[config.mk]
export PLATFORM = sky130hd
export DESIGN_NAME = banked_capture_port
export DESIGN_NICKNAME = d
export VERILOG_FILES = /design/src/rtl/cap_pkg.sv /design/src/rtl/cap_tick_gen.sv /design/src/rtl/cap_ext_sync.sv /design/src/rtl/cap_src_ctrl.sv /design/src/rtl/cap_word_latch.sv /design/src/rtl/banked_capture_port.sv
export SDC_FILE = /design/constraint.sdc
export NUM_CORES = 1
export LEC_CHECK = 0
export ABC_AREA = 1
export ABC_CLOCK_PERIOD_IN_PS = 3400
export CAP_MARGIN = 20
export CORE_MARGIN = 3
export CORE_UTILIZATION = 45
export CTS_CLUSTER_DIAMETER = 150
export CTS_CLUSTER_SIZE = 28
export DETAILED_ROUTE_END_ITERATION = 8
export DONT_BUFFER_PORTS = 1
export PLACE_DENSITY = 0.71
export SETUP_SLACK_MARGIN = 0.15
export SLEW_MARGIN = 5
export SYNTH_ARGS = -nofsm -noshare
export SYNTH_HDL_FRONTEND = slang
export SYNTH_HIERARCHICAL = 1
export SYNTH_SLANG_ARGS = --single-unit
[constraint.sdc]
create_clock -name clk -period 3.4 [get_ports clk]
set_clock_uncertainty 0.15 [all_clocks]
set_input_delay 0.51 -clock clk [delete_from_list [all_inputs] [get_ports clk]]
set_output_delay 0.51 -clock clk [all_outputs]
set_load 0.02 [all_outputs]
[src/rtl/cap_pkg.sv]
// Package: shared constants for the banked capture port.
// Assumes a bus data width of at least 5 bits so every control field fits.
package cap_pkg;
    localparam int ADDR_W       = 4;
    localparam int CTRL_ADDR    = 0;
    localparam int DATA_ADDR    = 2;
    localparam int READY_BIT    = 0;
    localparam int INT_SEL_BIT  = 1;
    localparam int IRQ_EN_BIT   = 2;
    localparam int BANK_BIT     = 4;

    typedef struct packed {
        logic bank;
        logic irq_en;
    } ctrl_t;
endpackage

[src/rtl/cap_tick_gen.sv]
// Module: internal capture tick generator.
// Produces a one-cycle pulse every SYS_CLK_HZ/TICK_HZ clocks while enabled.
// Assumes the ratio is an integer of at least 2. The count restarts from 0
// whenever the enable drops.
module cap_tick_gen #(
    parameter int SYS_CLK_HZ = 100_000_000,
    parameter int TICK_HZ    = 1_000_000
) (
    input  logic clk,
    input  logic rst_n,
    input  logic enable,
    output logic tick
);
    localparam int DIV = SYS_CLK_HZ / TICK_HZ;
    localparam int CW  = (DIV > 2) ? $clog2(DIV) : 1;

    logic [CW-1:0] cnt_q;

    // Divide the system clock down to the tick rate.
    always_ff @(posedge clk) begin
        if (!rst_n || !enable) begin
            cnt_q <= '0;
        end else if (cnt_q == CW'(DIV - 1)) begin
            cnt_q <= '0;
        end else begin
            cnt_q <= cnt_q + 1'b1;
        end
    end

    assign tick = enable && (cnt_q == CW'(DIV - 1));

    // a tick never lasts more than one cycle.
    p_tick_single_r4: assert property (@(posedge clk) disable iff (!rst_n)
        tick |=> !tick);
endmodule

[src/rtl/cap_ext_sync.sv]
// Module: external trigger synchronizer and rising-edge detector.
// Assumes ext_in is asynchronous to clk and stays high for at least one
// clock period. rise pulses for one cycle, STAGES+1 edges after the input
// goes high.
module cap_ext_sync #(
    parameter int STAGES = 2
) (
    input  logic clk,
    input  logic rst_n,
    input  logic ext_in,
    output logic rise
);
    logic [STAGES-1:0] sync_q;
    logic              last_q;

    // Move the trigger into the clock domain through a flop chain.
    always_ff @(posedge clk) begin
        if (!rst_n) begin
            sync_q <= '0;
        end else begin
            sync_q[0] <= ext_in;
            for (int i = 1; i < STAGES; i++) begin
                sync_q[i] <= sync_q[i-1];
            end
        end
    end

    // Hold the previous synchronized level for edge detection.
    always_ff @(posedge clk) begin
        if (!rst_n) begin
            last_q <= 1'b0;
        end else begin
            last_q <= sync_q[STAGES-1];
        end
    end

    assign rise = sync_q[STAGES-1] && !last_q;

    // each rising edge gives exactly one strobe cycle.
    p_edge_single_r2: assert property (@(posedge clk) disable iff (!rst_n)
        rise |=> !rise);
endmodule

[src/rtl/cap_src_ctrl.sv]
// Module: capture source selection and switching window.
// Owns the source-select flop. On a change it clears the marker and opens
// a window of SWITCH_CYCLES clocks in which capture strobes are dropped.
// Assumes sel_load comes from a single-cycle bus write.
module cap_src_ctrl #(
    parameter int SWITCH_CYCLES = 2
) (
    input  logic clk,
    input  logic rst_n,
    input  logic sel_load,
    input  logic sel_din,
    input  logic tick,
    input  logic ext_rise,
    output logic int_sel,
    output logic change,
    output logic window,
    output logic strobe
);
    localparam int WW = $clog2(SWITCH_CYCLES + 1);

    logic          sel_q;
    logic [WW-1:0] win_q;
    logic          raw_strobe;

    assign change = sel_load && (sel_din != sel_q);

    // Register the selected capture source.
    always_ff @(posedge clk) begin
        if (!rst_n) begin
            sel_q <= 1'b0;
        end else if (sel_load) begin
            sel_q <= sel_din;
        end
    end

    // Count down the settling window after a source change.
    always_ff @(posedge clk) begin
        if (!rst_n) begin
            win_q <= '0;
        end else if (change) begin
            win_q <= WW'(SWITCH_CYCLES);
        end else if (win_q != '0) begin
            win_q <= win_q - 1'b1;
        end
    end

    // Pick the live strobe and drop it during a switch.
    always_comb begin
        raw_strobe = sel_q ? tick : ext_rise;
        strobe     = raw_strobe && !change && (win_q == '0);
    end

    assign int_sel = sel_q;
    assign window  = (win_q != '0);

    // no strobe while the window is open.
    p_no_strobe_in_window_r9: assert property (@(posedge clk) disable iff (!rst_n)
        window |-> !strobe);
endmodule

[src/rtl/cap_word_latch.sv]
// Module: captured word storage and data-ready marker.
// Latches every port word on a strobe. The marker is cleared by a source
// change (highest priority), set by a strobe and cleared by a data read.
module cap_word_latch #(
    parameter int DATA_W    = 16,
    parameter int NUM_PORTS = 2
) (
    input  logic                        clk,
    input  logic                        rst_n,
    input  logic                        strobe,
    input  logic                        clr,
    input  logic                        rd_ack,
    input  logic [NUM_PORTS*DATA_W-1:0] ports_in,
    output logic [NUM_PORTS*DATA_W-1:0] words,
    output logic                        ready
);
    logic ready_q;

    for (genvar p = 0; p < NUM_PORTS; p++) begin : g_port
        // Hold the most recent captured word of this port.
        always_ff @(posedge clk) begin
            if (!rst_n) begin
                words[p*DATA_W +: DATA_W] <= '0;
            end else if (strobe) begin
                words[p*DATA_W +: DATA_W] <= ports_in[p*DATA_W +: DATA_W];
            end
        end
    end

    // Track whether an unread capture is waiting.
    always_ff @(posedge clk) begin
        if (!rst_n || clr) begin
            ready_q <= 1'b0;
        end else if (strobe) begin
            ready_q <= 1'b1;
        end else if (rd_ack) begin
            ready_q <= 1'b0;
        end
    end

    assign ready = ready_q;

    // a strobe always leaves the marker set unless a clear came with it.
    p_strobe_sets_ready_r5: assert property (@(posedge clk) disable iff (!rst_n)
        (strobe && !clr) |=> ready);
endmodule

[src/rtl/banked_capture_port.sv]
// Module: banked digital input capture port (top).
// Decodes the register bus, holds the control fields, muxes the banked
// read and drives the level interrupt. Reads are combinational while
// bus_rd is high. Side effects of an access take place at the clock edge
// that ends the access.
module banked_capture_port
    import cap_pkg::*;
#(
    parameter int DATA_W        = 16,
    parameter int SYS_CLK_HZ    = 100_000_000,
    parameter int TICK_HZ       = 1_000_000,
    parameter int SWITCH_CYCLES = 2,
    parameter int SYNC_STAGES   = 2
) (
    input  logic              clk,
    input  logic              rst_n,
    input  logic              bus_rd,
    input  logic              bus_wr,
    input  logic [ADDR_W-1:0] bus_addr,
    input  logic [DATA_W-1:0] bus_wdata,
    output logic [DATA_W-1:0] bus_rdata,
    input  logic [DATA_W-1:0] port_lo,
    input  logic [DATA_W-1:0] port_hi,
    input  logic              ext_trig,
    output logic              irq
);
    localparam int NUM_PORTS = 2;

    ctrl_t                       ctrl_q;
    logic                        sel_ctrl, sel_data;
    logic                        wr_ctrl, wr_data, rd_data;
    logic                        tick, ext_rise;
    logic                        int_sel, src_change, window, strobe;
    logic                        ready;
    logic [NUM_PORTS*DATA_W-1:0] words;
    logic [DATA_W-1:0]           lo_word, hi_word;
    logic                        unused_wdata;

    assign sel_ctrl = (bus_addr == ADDR_W'(CTRL_ADDR));
    assign sel_data = (bus_addr == ADDR_W'(DATA_ADDR));
    assign wr_ctrl  = bus_wr && sel_ctrl;
    assign wr_data  = bus_wr && sel_data;
    assign rd_data  = bus_rd && sel_data;

    assign unused_wdata = ^{bus_wdata[DATA_W-1:BANK_BIT+1], bus_wdata[BANK_BIT-1:IRQ_EN_BIT+1],
                            bus_wdata[READY_BIT]};

    // Store the bank select and interrupt enable fields.
    always_ff @(posedge clk) begin
        if (!rst_n) begin
            ctrl_q <= '0;
        end else if (wr_ctrl) begin
            ctrl_q.bank   <= bus_wdata[BANK_BIT];
            ctrl_q.irq_en <= bus_wdata[IRQ_EN_BIT];
        end
    end

    cap_tick_gen #(
        .SYS_CLK_HZ (SYS_CLK_HZ),
        .TICK_HZ    (TICK_HZ)
    ) u_tick (
        .clk    (clk),
        .rst_n  (rst_n),
        .enable (int_sel && !window),
        .tick   (tick)
    );

    cap_ext_sync #(
        .STAGES (SYNC_STAGES)
    ) u_sync (
        .clk    (clk),
        .rst_n  (rst_n),
        .ext_in (ext_trig),
        .rise   (ext_rise)
    );

    cap_src_ctrl #(
        .SWITCH_CYCLES (SWITCH_CYCLES)
    ) u_src (
        .clk      (clk),
        .rst_n    (rst_n),
        .sel_load (wr_ctrl),
        .sel_din  (bus_wdata[INT_SEL_BIT]),
        .tick     (tick),
        .ext_rise (ext_rise),
        .int_sel  (int_sel),
        .change   (src_change),
        .window   (window),
        .strobe   (strobe)
    );

    cap_word_latch #(
        .DATA_W    (DATA_W),
        .NUM_PORTS (NUM_PORTS)
    ) u_latch (
        .clk      (clk),
        .rst_n    (rst_n),
        .strobe   (strobe),
        .clr      (src_change),
        .rd_ack   (rd_data),
        .ports_in ({port_hi, port_lo}),
        .words    (words),
        .ready    (ready)
    );

    assign lo_word = words[0 +: DATA_W];
    assign hi_word = words[DATA_W +: DATA_W];

    // Drive read data for the addressed register.
    always_comb begin
        bus_rdata = '0;
        if (bus_rd) begin
            if (sel_ctrl) begin
                bus_rdata[READY_BIT]   = ready;
                bus_rdata[INT_SEL_BIT] = int_sel;
                bus_rdata[IRQ_EN_BIT]  = ctrl_q.irq_en;
                bus_rdata[BANK_BIT]    = ctrl_q.bank;
            end else if (sel_data) begin
                bus_rdata = ctrl_q.bank ? hi_word : lo_word;
            end
        end
    end

    // Raise the interrupt only for external captures with the enable set.
    assign irq = ready && ctrl_q.irq_en && !int_sel;

    // a source change leaves the marker clear at the next edge.
    p_switch_clears_ready_r8: assert property (@(posedge clk) disable iff (!rst_n)
        src_change |=> !ready);

    // stored words hold across the switching window.
    p_window_holds_words_r9: assert property (@(posedge clk) disable iff (!rst_n)
        window |=> ($stable(lo_word) && $stable(hi_word)));

    // a write to the data address changes nothing.
    p_data_write_ignored_r10: assert property (@(posedge clk) disable iff (!rst_n)
        (wr_data && !strobe && !src_change && !rd_data)
        |=> ($stable(lo_word) && $stable(hi_word) && $stable(ready)));

    // a data read without a capture clears the marker.
    p_read_clears_ready_r5: assert property (@(posedge clk) disable iff (!rst_n)
        (rd_data && !strobe) |=> !ready);
endmodule

==> metrics.md, run 1 <==
| Metric | Value |
|---|---|
| Leakage | 1.010 nW |
| Worst EP required | 2.74 ns |
| Routed WL | 4.542 mm |
| Vias/cell | 4.857 |
| PnR worst setup slack | 0.9599 ns |
| Drt pass-1 iters | 4 |
| Die height | 76.37 um |
| Hold Vio Cnt, Final | 0 |
| Unrepaired setup endpoints after global routing | no |
| # IOs | 74 |
| Cell Rows | 24 |
| Die Area | 5832 um^2 |
| DP Wirelength | 3.135 mm |
| First-pass GRT wire length | 7.562 mm |
| CTS tree | done |
| # hold bufs at CTS | 0 |
| CORE AREA | 4564 um^2 |
| Worst slack, placed | 1.014 ns |
| Avg Cell Area, Syn | 6.920 um^2 |
| GR Overflow Total | 0 |
| IO buf count | 0 |
| Clock Sinks | 48 |
| Skew-Pair Late Insertion Delay | 0.30 ns |
| Flop and latch count out of synthesis | 48 |
| Clk buf depth | 2 |
| Placer Congestion | 0.8152 |
| Vias in the first global route | 1,703 |
| Critical path class | reg -> out |
| Post-CTS Setup Bufs | 0 |
| HP Class | in -> reg |
| Htree depth | 2 |
| Worst VDD drop | 0.0001780 V |
| CP Max Fanout | 18 |
| CP endpoint kind | output port |
| Die W | 76.37 um |
| CP most frequent cell | nand2_1 |
| Min Tclk post-route | 2.440 ns |
| CP cell instances | buf_4 -> clkinv_1 -> nand2_1 -> nand2_1 -> nand3_1 -> nand2_1 |
| Fillcell total | 479 |
| Synth warn | 6 |
| Initial Utilization | 0.4882 |
| Post-route ant nets | 0 |
| Slowest cell on crit path | clkinv_1 |
| Layout cells sized above 1 | 0.1160 |
| Initial antenna violation count | 0 |
| Number of remaining DRC errors | 0 |
| CTS buffer count | 5 |
| Largest net degree at the start of global routing | 43 |
| Max-cap viol count | 0 |
| Synthesized area | 2228 um^2 |
| Mapped Cells | 322 |
| Routed vias | 1,865 |
| Critical Path AT | 1.78 ns |
| Inserted Diodes | 0 |
| Setup TNS | 0 ns |
| Delay of the slowest cell on the worst path | 0.47 ns |
| Post-Route M1 WL | 2.069 mm |
| Worst Tran Pin Value | 0.5393 ns |
| Synthesis-to-layout area growth | 5.334% |
| Max layer used | met4 |
| Final cycle utilization of the critical path | 0.7177 |
| Sequential share of the synthesized area | 0.4312 |
| Clock slew at reported path FFs | 0.08 ns |
| Max Freq | 0.4098 GHz |
| DR iter-0 viols | 108 |
| Slew HR | 0.6400 |
| Synth Net Count | 380 |
| PostCTS Resize Cnt | 0 |
| Met3 WL post-DR | 272 um |
| Outcome | completed |
| GRT Util Overall | 0.1565 |
| Netlist cell types | 26 |
| Final setup fails | 0 |
| Root Buffer | clkbuf_8 |
| Met2 routed WL | 2.127 mm |
| Post-DR wirelength/cell | 11.83 um |
| Max-slew violation count | 0 |
| PD cells | 460.7 nW/um^2 |
| NumNets Final | 376 |
| Crit start category | flip-flop |
==> cell type report <==
cell class | instances | area [um^2] | share of cell area
Tap cell | 65 | 81.33 | 0.03465
Timing Repair Buffer | 2 | 15.01 | 0.006397
Clock buffer | 6 | 82.58 | 0.03518
Clock inverter | 2 | 38.79 | 0.01652
Inverter | 32 | 120.1 | 0.05117
Multi-Input combinational cell | 229 | 1049 | 0.4467
Sequential cell | 48 | 960.9 | 0.4094
==> sequential cells by signal (all words and copies together) (netlist names) <==
name	cells
u_sync/sync_q	2
u_src/win_q	2
u_tick/cnt_q	7
u_latch/words	32
u_latch/ready	1
u_src/int_sel	1
ctrl_q	2
u_sync/last_q	1
==> stage by stage <==
stage               power [mW]    util  cells  instance area, um^2  hold WS (ns)
finish                   1.081  0.5143    384                 2347        0.1687
global route             1.126  0.5143    384                 2347        0.1637
CTS                      1.094  0.5143    384                 2347        0.1602
detailed placement      0.6692  0.4877    376                 2226        0.2440
global placement        0.6661  0.4877    376                 2226        0.2391
floorplan               0.6645       -    322                 2228        0.2356
==> power breakdown <==
group	switching, mW	leakage, nW	internal, mW
combinational	0.0392	0.557	0.0203
sequential	0.0107	0.391	0.585
clock	0.185	0.0614	0.240
total	0.235	1.01	0.846
==> cell usage after synthesis <==
cell type	instances	share of area
a21oi_1	5	0.011
a21oi_2	12	0.047
buf_2	1	0.0022
buf_4	1	0.0034
buf_6	4	0.020
clkbuf_1	1	0.0017
clkbuf_2	3	0.0067
clkbuf_4	3	0.010
clkinv_1	1	0.0017
dfxtp_1	48	0.43
ha_1	1	0.0056
inv_1	26	0.044
inv_2	5	0.0084
nand2_1	74	0.12
nand2_2	2	0.0056
nand3_1	7	0.016
nand3_2	2	0.0090
nand4_1	2	0.0056
nor2_1	81	0.14
nor2_2	4	0.011
nor2_4	2	0.010
o21ai_0	33	0.074
o21bai_1	1	0.0034
or2_0	1	0.0028
xnor2_1	1	0.0039
xor2_1	1	0.0039
==> cells in the final DEF (no fill, tap or decap) <==
master / netlist / routed
bufinv_16: 0 / 1
o21bai_1: 1 / 1
nor2_2: 4 / 4
clkinv_4: 0 / 1
a21oi_2: 12 / 12
buf_4: 1 / 2
a21oi_1: 5 / 5
or2_0: 1 / 1
o21ai_0: 33 / 33
nor2_1: 81 / 81
xnor2_1: 1 / 1
nand2_2: 2 / 2
clkbuf_8: 0 / 6
dfxtp_1: 48 / 48
nand2_1: 74 / 74
xor2_1: 1 / 1
nand4_1: 2 / 2
inv_1: 26 / 26
nand3_1: 7 / 7
inv_2: 5 / 5
nor2_4: 2 / 2
nand3_2: 2 / 2
clkinv_1: 1 / 1
ha_1: 1 / 1
==> critical path, delay by kind of cell (launching register included) <==
family        cells  cell delay [ns]
simple gates      4             0.48
flops             1             0.31
buf+inv           2             0.69
==> worst paths after layout <==
kind / start / to / slack (ns) / cells past startpoint
worst max-delay path: ctrl_q[1]$_SDFFE_PN0P_ / bus_rdata[1] / 0.96 / 6
worst min register to register: u_sync/sync_q[0]$_SDFF_PN0_ / u_sync/sync_q[1]$_SDFF_PN0_ / 0.26 / 2
worst min-delay path: ext_trig / u_sync/sync_q[0]$_SDFF_PN0_ / 0.17 / 2
worst max register to register: u_tick/cnt_q[0]$_SDFF_PP0_ / u_latch/words[27]$_SDFFE_PN0P_ / 1.03 / 13
==> layer usage <==
layer,global-route usage,vias up
met5,0,-
met4,0.05072,0
met3,0.04374,8
met2,0.2592,46
met1,0.1962,826
li1,-,985
==> kinds of logic (layout without fill, tap and decap cells) <==
| family | Yosys count | after routing | share of synthesized area |
|---|---|---|---|
| AND/OR/NAND/NOR | 175 | 175 | 0.3212 |
| buffers and inverters | 45 | 42 | 0.09825 |
| adder cells (fa/ha/maj) | 1 | 1 | 0.005614 |
| flip-flops | 48 | 48 | 0.4312 |
| AO/OA/AOI/OAI | 51 | 51 | 0.1359 |
| XOR/XNOR | 2 | 2 | 0.007862 |
Power figures use the tool's default switching activity.
==> inputs of run 2 (changes only) <==
Settings changed: ABC_CLOCK_PERIOD_IN_PS 3400 to 2100, PLACE_DENSITY 0.71 to 0.73.
Clock period 3.4 ns to 2.1 ns, I/O delays scaled along.
==> run 2 against run 1 <==
  * Final cell count increased by 6.8%
  * Critical path type is now reg -> reg
  * Non-clock buffer count increased by 26
  * Final area grew 13%
  * Critical endpoint is now u_latch/words[4]$_SDFFE_PN0P_
  * Power is 57% higher
  * Largest power group unchanged
==> metrics.md, run 2 (synthesis gave the netlist of run 1 again) <==
| Metric | Value |
|---|---|
| Slowest cell on crit path | dfxtp_2 |
| Logic gate share of total power | 0.089 |
| Max-slew violation count | 0 |
| Top flop regs | u_latch/words (32), u_tick/cnt_q (7) |
| Clock Sinks | 48 |
| CP most frequent cell | nand2_1 |
| Die Area | 5832 um^2 |
| Post-DP Area | 2248 um^2 |
| Number of remaining DRC errors | 0 |
| Initial antenna violation count | 0 |
| Die height | 76.37 um |
| Min Tclk post-route | 1.857 ns |
| Worst R2R Path Depth | 13 |
| Worst VDD drop | 0.0004748 V |
| Largest net degree at the start of global routing | 34 |
| Most frequent cells in the layout | nor2_1, nand2_1, dfxtp_1 |
| Area of the multi-input gates | 1071 um^2 |
| Initial Utilization | 0.4882 |
| Final setup fails | 0 |
| Critical path class | reg -> reg |
| Root Buffer | clkbuf_8 |
| Placer Congestion | 0.8130 |
| Clk buf depth | 2 |
| Switching share of power | 0.2441 |
| Fillcell total | 438 |
| Leakage | 1.127 nW |
| Finished Cell Area | 2650 um^2 |
| NumNets Final | 402 |
| Routed vias | 1,984 |
| Commonest non-fill, non-tap cell in the layout | nor2_1 |
| Vias/cell | 4.839 |
| Inserted Diodes | 0 |
| Routed WL | 5.318 mm |
| Worst EP required | 2.19 ns |
| Die W | 76.37 um |
| Register area | 964.7 um^2 |
| Slew HR | 0.4660 |
| Delay of the slowest cell on the worst path | 0.35 ns |
| PnR worst setup slack | 0.2430 ns |
| GR Overflow Total | 0 |
| Clock slew at reported path FFs | 0.09 ns |
| Skew-Pair Late Insertion Delay | 0.30 ns |
| CTS buffer count | 5 |
| CORE AREA | 4564 um^2 |
| CP endpoint kind | flip-flop |
| Critical Path AT | 1.95 ns |
| Max FFs per register | 32 |
| Psw | 414.4 uW |
| Met3 WL post-DR | 370 um |
| PnR Total Power | 1.697 mW |
| Worst Tran Pin Value | 0.7983 ns |
| Int Pwr | 1.283 mW |
| Cell Rows | 24 |
| Vias in the first global route | 1,896 |
| DR iter-0 viols | 132 |
| # IOs | 74 |
| Synthesis-to-layout area growth | 18.92% |
| CP Max Fanout | 7 |
| Setup TNS | 0 ns |
| Post-route ant nets | 0 |
| CTS tree | done |
| First-pass GRT wire length | 8.535 mm |
| Crit start category | flip-flop |
| CP startpoint | u_tick/cnt_q[0]$_SDFF_PP0_ |
| IO buf count | 0 |
| HP Class | in -> reg |
| Largest reg by FF count | u_latch/words |
| Drt pass-1 iters | 5 |
| Htree depth | 2 |
| Max layer used | met4 |
| DP Wirelength | 3.289 mm |
| Unrepaired setup endpoints after global routing | yes |
| Max-cap viol count | 0 |
| Post-Route M1 WL | 2.369 mm |
| Seq pwr share | 0.569 |
| Post-DR wirelength/cell | 12.97 um |
| Worst slack, placed | 0.1638 ns |
| Worst r2r src | u_tick/cnt_q[0]$_SDFF_PP0_ |
| Hold Vio Cnt, Final | 0 |
| CP cell instances | ha_1 -> nand2_1 -> inv_1 -> nand3_2 -> nor2_1 -> nand2_1 -> nand2_1 -> nand2_1 -> nor2_4 -> buf_12 -> buf_4 -> o21ai_0 -> nor2_1 |
| Layout cells sized above 1 | 0.1536 |
| Max Freq | 0.5385 GHz |
| Met2 routed WL | 2.495 mm |
| Outcome | completed |
| Worst Setup EP | u_latch/words[4]$_SDFFE_PN0P_ |
| PD cells | 640.5 nW/um^2 |
| Clock power share | 0.342 |
| GRT Util Overall | 0.1791 |
| Final cycle utilization of the critical path | 0.8843 |
| R2r endpoint | u_latch/words[4]$_SDFFE_PN0P_ |
| R2R setup slack | 0.24 ns |
[run 2: cell count changes in the layout (fill, tap and decap cells not counted), sizes merged]
cell         before  now
dlygate4sd3       0   19
clkbuf            6    7
inv              31   32
buf               2    8
clkinvlp          0    2
bufinv            1    0
clkinv            2    0
[run 2: per-layer routing]
metal  track usage  vias up
met5             0        -
met4       0.06522        0
met3       0.05556        6
met2        0.2891       54
met1        0.2244      890
li1              -     1034
[run 2: worst max-delay path: cells and delay by family, from the launching register on]
kind | cells | cell delay (ns)
AO/OA/AOI/OAI | 1 | 0.09
adder cells (fa/ha/maj) | 1 | 0.16
buffers and inverters | 3 | 0.36
flip-flops | 1 | 0.35
AND/OR/NAND/NOR | 8 | 0.69
[run 2: final cells by class]
cell class	count	area share
clock buffers	6	0.03116
clock inverters	2	0.005666
inverters	32	0.05099
multi-input cells	229	0.4042
flip-flops and latches	48	0.3640
well taps	65	0.03069
repair buffers	28	0.1133
[run 2: per-stage QoR]
| stage | std cells | hold WS [ns] | util |
|---|---|---|---|
| 4_1_cts | 404 | 0.0003616 | 0.5532 |
| 6_report | 410 | 0.004528 | 0.5806 |
| 3_3_place_gp | 379 | 0.2369 | 0.4926 |
| 3_5_place_dp | 379 | 0.2452 | 0.4926 |
| 2_1_floorplan | 322 | 0.2356 | - |
| 5_1_grt | 410 | 0.0001036 | 0.5806 |
[run 2: worst min-delay path by stage]
stage | from | endpoint | cells past startpoint
2_1_floorplan | u_sync/sync_q[0]$_SDFF_PN0_ | u_sync/sync_q[1]$_SDFF_PN0_ | 2
3_3_place_gp | u_sync/sync_q[0]$_SDFF_PN0_ | u_sync/sync_q[1]$_SDFF_PN0_ | 2
3_5_place_dp | u_sync/sync_q[0]$_SDFF_PN0_ | u_sync/sync_q[1]$_SDFF_PN0_ | 2
4_1_cts | rst_n | u_latch/words[18]$_SDFFE_PN0P_ | 2
5_1_grt | port_lo[15] | u_latch/words[15]$_SDFFE_PN0P_ | 2
6_report | rst_n | u_latch/words[18]$_SDFFE_PN0P_ | 2
[run 2: power by group through the flow]
stage	Sequential (mW)	Clock (mW)	Combinational (mW)
floorplan	0.982	0	0.0940
finish	0.966	0.580	0.151
detailed placement	0.987	0	0.0987
global placement	0.985	0	0.0954
global route	0.970	0.636	0.170
CTS	0.965	0.588	0.132
[run 2: repair_timing]
| item | 4_1_cts | 5_1_grt |
|---|---|---|
| cloned | 0 | 1 |
| buffers inserted | 0 | 3 |
| hold buffers | 17 | 2 |
| pin swaps | 0 | 4 |
| setup endpoints to repair | 16 | 47 |
| resized for setup | 3 | 18 |
| endpoints found under the hold margin | 29 | 2 |
==> inputs of run 3 (changes only) <==
Settings changed: CORE_ASPECT_RATIO set to 1.5.
==> run 3 against run 2 <==
  * Sequential power hardly changed
  * The flow now finishes with violations (hold timing)
  * Power is 2.6% lower
  * Count of clock-buffer cells in the layout stayed put
  * Clock power is 9.3% lower
==> metrics.md, run 3 (synthesis gave the netlist of run 1 again) <==
| Metric | Value |
|---|---|
| Die W | 63.46 um |
| Min-delay src | rst_n |
| Routed WL | 5.568 mm |
| Final cycle utilization of the critical path | 0.9324 |
| GRT Util Overall | 0.1811 |
| Post-DP Area | 2277 um^2 |
| CORE AREA | 4654 um^2 |
| Slew HR | 0.7277 |
| Max-slew violation count | 0 |
| # IOs | 74 |
| DP Wirelength | 3.276 mm |
| Fillcell total | 454 |
| Placer Congestion | 0.7526 |
| Critical path class | reg -> reg |
| CP endpoint kind | flip-flop |
| Finished Cell Area | 2778 um^2 |
| HP Class | in -> reg |
| CTS tree | done |
| Failing checks | hold timing |
| Vias in the first global route | 1,997 |
| CP cell instances | ha_4 -> nand2_1 -> inv_1 -> nand3_2 -> nor2_2 -> nand2_1 -> nand2_1 -> nand2_2 -> nor2_4 -> buf_6 -> buf_8 -> o21ai_0 -> nor2_1 |
| Clock slew at reported path FFs | 0.08 ns |
| Unrepaired setup endpoints after global routing | yes |
| Max layer used | met4 |
| Die Area | 5850 um^2 |
| Largest reg by FF count | u_latch/words |
| Clock Sinks | 48 |
| First-pass GRT wire length | 8.424 mm |
| Htree depth | 2 |
| Leakage | 1.171 nW |
| Critical Path AT | 2.04 ns |
| Slowest cell on crit path | dfxtp_2 |
| CP Max Fanout | 7 |
| Max Freq | 0.5107 GHz |
| Final cell count without fillers | 422 |
| Worst R2R Path Depth | 13 |
| Commonest non-fill, non-tap cell in the layout | nor2_1 |
| Post-Route M1 WL | 2.337 mm |
| Max FFs per register | 32 |
| Root Buffer | clkbuf_8 |
| Crit start category | flip-flop |
| DR iter-0 viols | 120 |
| IO buf count | 0 |
| Placed Cells incl. Taps | 382 |
| Max-cap viol count | 0 |
| GR Overflow Total | 0 |
| Hold Vio Cnt, Final | 5 |
| Initial Utilization | 0.4788 |
| Layout cells sized above 1 | 0.1927 |
| Final setup fails | 0 |
| Vias/cell | 5.014 |
| Die height | 92.19 um |
| Outcome | finished, violations left |
| Worst EP required | 2.18 ns |
| Most frequent cells in the layout | nor2_1, nand2_1, dfxtp_1 |
| Largest net degree at the start of global routing | 43 |
| Routed vias | 2,116 |
| Inserted Diodes | 0 |
| Top flop regs | u_latch/words (32), u_tick/cnt_q (7) |
| Clk buf depth | 2 |
| Setup TNS | 0 ns |
| Number of remaining DRC errors | 0 |
| Min Tclk post-route | 1.958 ns |
| R2r endpoint | u_latch/words[9]$_SDFFE_PN0P_ |
| Post-route ant nets | 0 |
| CP most frequent cell | nand2_1 |
| Met3 WL post-DR | 275 um |
| PD cells | 595.5 nW/um^2 |
| Worst hold slack | -0.01284 ns |
| CTS buffer count | 5 |
| R2R setup slack | 0.14 ns |
| Skew-Pair Late Insertion Delay | 0.30 ns |
| Worst VDD drop | 0.0003984 V |
| Drt pass-1 iters | 5 |
| Synthesis-to-layout area growth | 24.65% |
| Delay of the slowest cell on the worst path | 0.36 ns |
| Cell Rows | 30 |
| NumNets Final | 416 |
| Initial antenna violation count | 0 |
| Worst Tran Pin Value | 0.4070 ns |
| Met2 routed WL | 2.860 mm |
| Worst Hold Depth | 2 |
| Worst r2r src | u_tick/cnt_q[0]$_SDFF_PP0_ |
| Post-DR wirelength/cell | 13.19 um |
| Worst Hold Path EP | u_latch/words[16]$_SDFFE_PN0P_ |
run 3: cell types whose count changed in the layout (fill, tap and decap cells not counted), moves of 3 or more:
| cell | change |
|---|---|
| buf_4 | +6 |
| o21ai_1 | +3 |
| buf_6 | +3 |
| dlygate4sd3_1 | +4 |
| o21ai_0 | -10 |
| o21ai_2 | +7 |
run 3: where the power goes:
group / switching [mW] / total [mW] / leakage [nW] / internal, mW
logic: 0.0830 / 0.161 / 0.737 / 0.0783
registers: 0.0196 / 0.967 / 0.393 / 0.948
clock network: 0.298 / 0.526 / 0.0410 / 0.227
run 3: worst max-delay path by stage:
stage	startpoint	endpoint	slack (ns)	cells after the start
after floorplan	u_tick/cnt_q[0]$_SDFF_PP0_	u_latch/words[10]$_SDFFE_PN0P_	0.27	13
after global placement	u_tick/cnt_q[0]$_SDFF_PP0_	u_latch/words[14]$_SDFFE_PN0P_	0.18	12
after detailed placement	u_tick/cnt_q[0]$_SDFF_PP0_	u_latch/words[16]$_SDFFE_PN0P_	0.15	12
after CTS	u_tick/cnt_q[0]$_SDFF_PP0_	u_latch/words[9]$_SDFFE_PN0P_	0.16	12
after global routing	u_tick/cnt_q[0]$_SDFF_PP0_	u_latch/words[19]$_SDFFE_PN0P_	0.02	13
final	u_tick/cnt_q[0]$_SDFF_PP0_	u_latch/words[9]$_SDFFE_PN0P_	0.14	13
run 3: critical path, delay by kind of cell, from the launching register on:
| kind | cells | cell delay (ns) |
|---|---|---|
| AOI/OAI and AO/OA | 1 | 0.08 |
| buffers and inverters | 3 | 0.35 |
| adders and majority gates | 1 | 0.14 |
| and+or+nand+nor | 8 | 0.83 |
| DFF | 1 | 0.36 |
run 3: final cells by class:
type,count,area (um^2),area share
sequential,48,964.7,0.3473
timing repair buffer,40,394.1,0.1419
clock buffer,6,72.57,0.02613
clock inverter,1,5.005,0.001802
inverter,32,133.9,0.04820
timing repair inverter,2,15.01,0.005405
multi-input combinational,229,1112,0.4005
tap,64,80.08,0.02883
run 3: per-layer routing:
| layer | up-vias | global-route usage |
|---|---|---|
| met5 | - | 0 |
| li1 | 1063 | - |
| met3 | 7 | 0.04412 |
| met4 | 0 | 0.08829 |
| met2 | 65 | 0.3296 |
| met1 | 981 | 0.1903 |
run 3: what timing repair did:
item / CTS / global route
hold buffers: 22 / 1
buffers inserted: 0 / 5
setup endpoints to repair: 9 / 33
pin swaps: 0 / 13
endpoints found under the hold margin: 36 / 11
cloned: 0 / 5
resized for setup: 3 / 43
run 3: per-stage QoR:
step / power [mW] / utilization / worst slack (ns)
after CTS: 1.635 / 0.5548 / 0.1586
after floorplan: 1.076 / - / 0.2704
after global placement: 1.083 / 0.4892 / 0.1822
final: 1.654 / 0.5968 / 0.1420
after detailed placement: 1.086 / 0.4892 / 0.1501
after global routing: 1.729 / 0.5968 / 0.01640
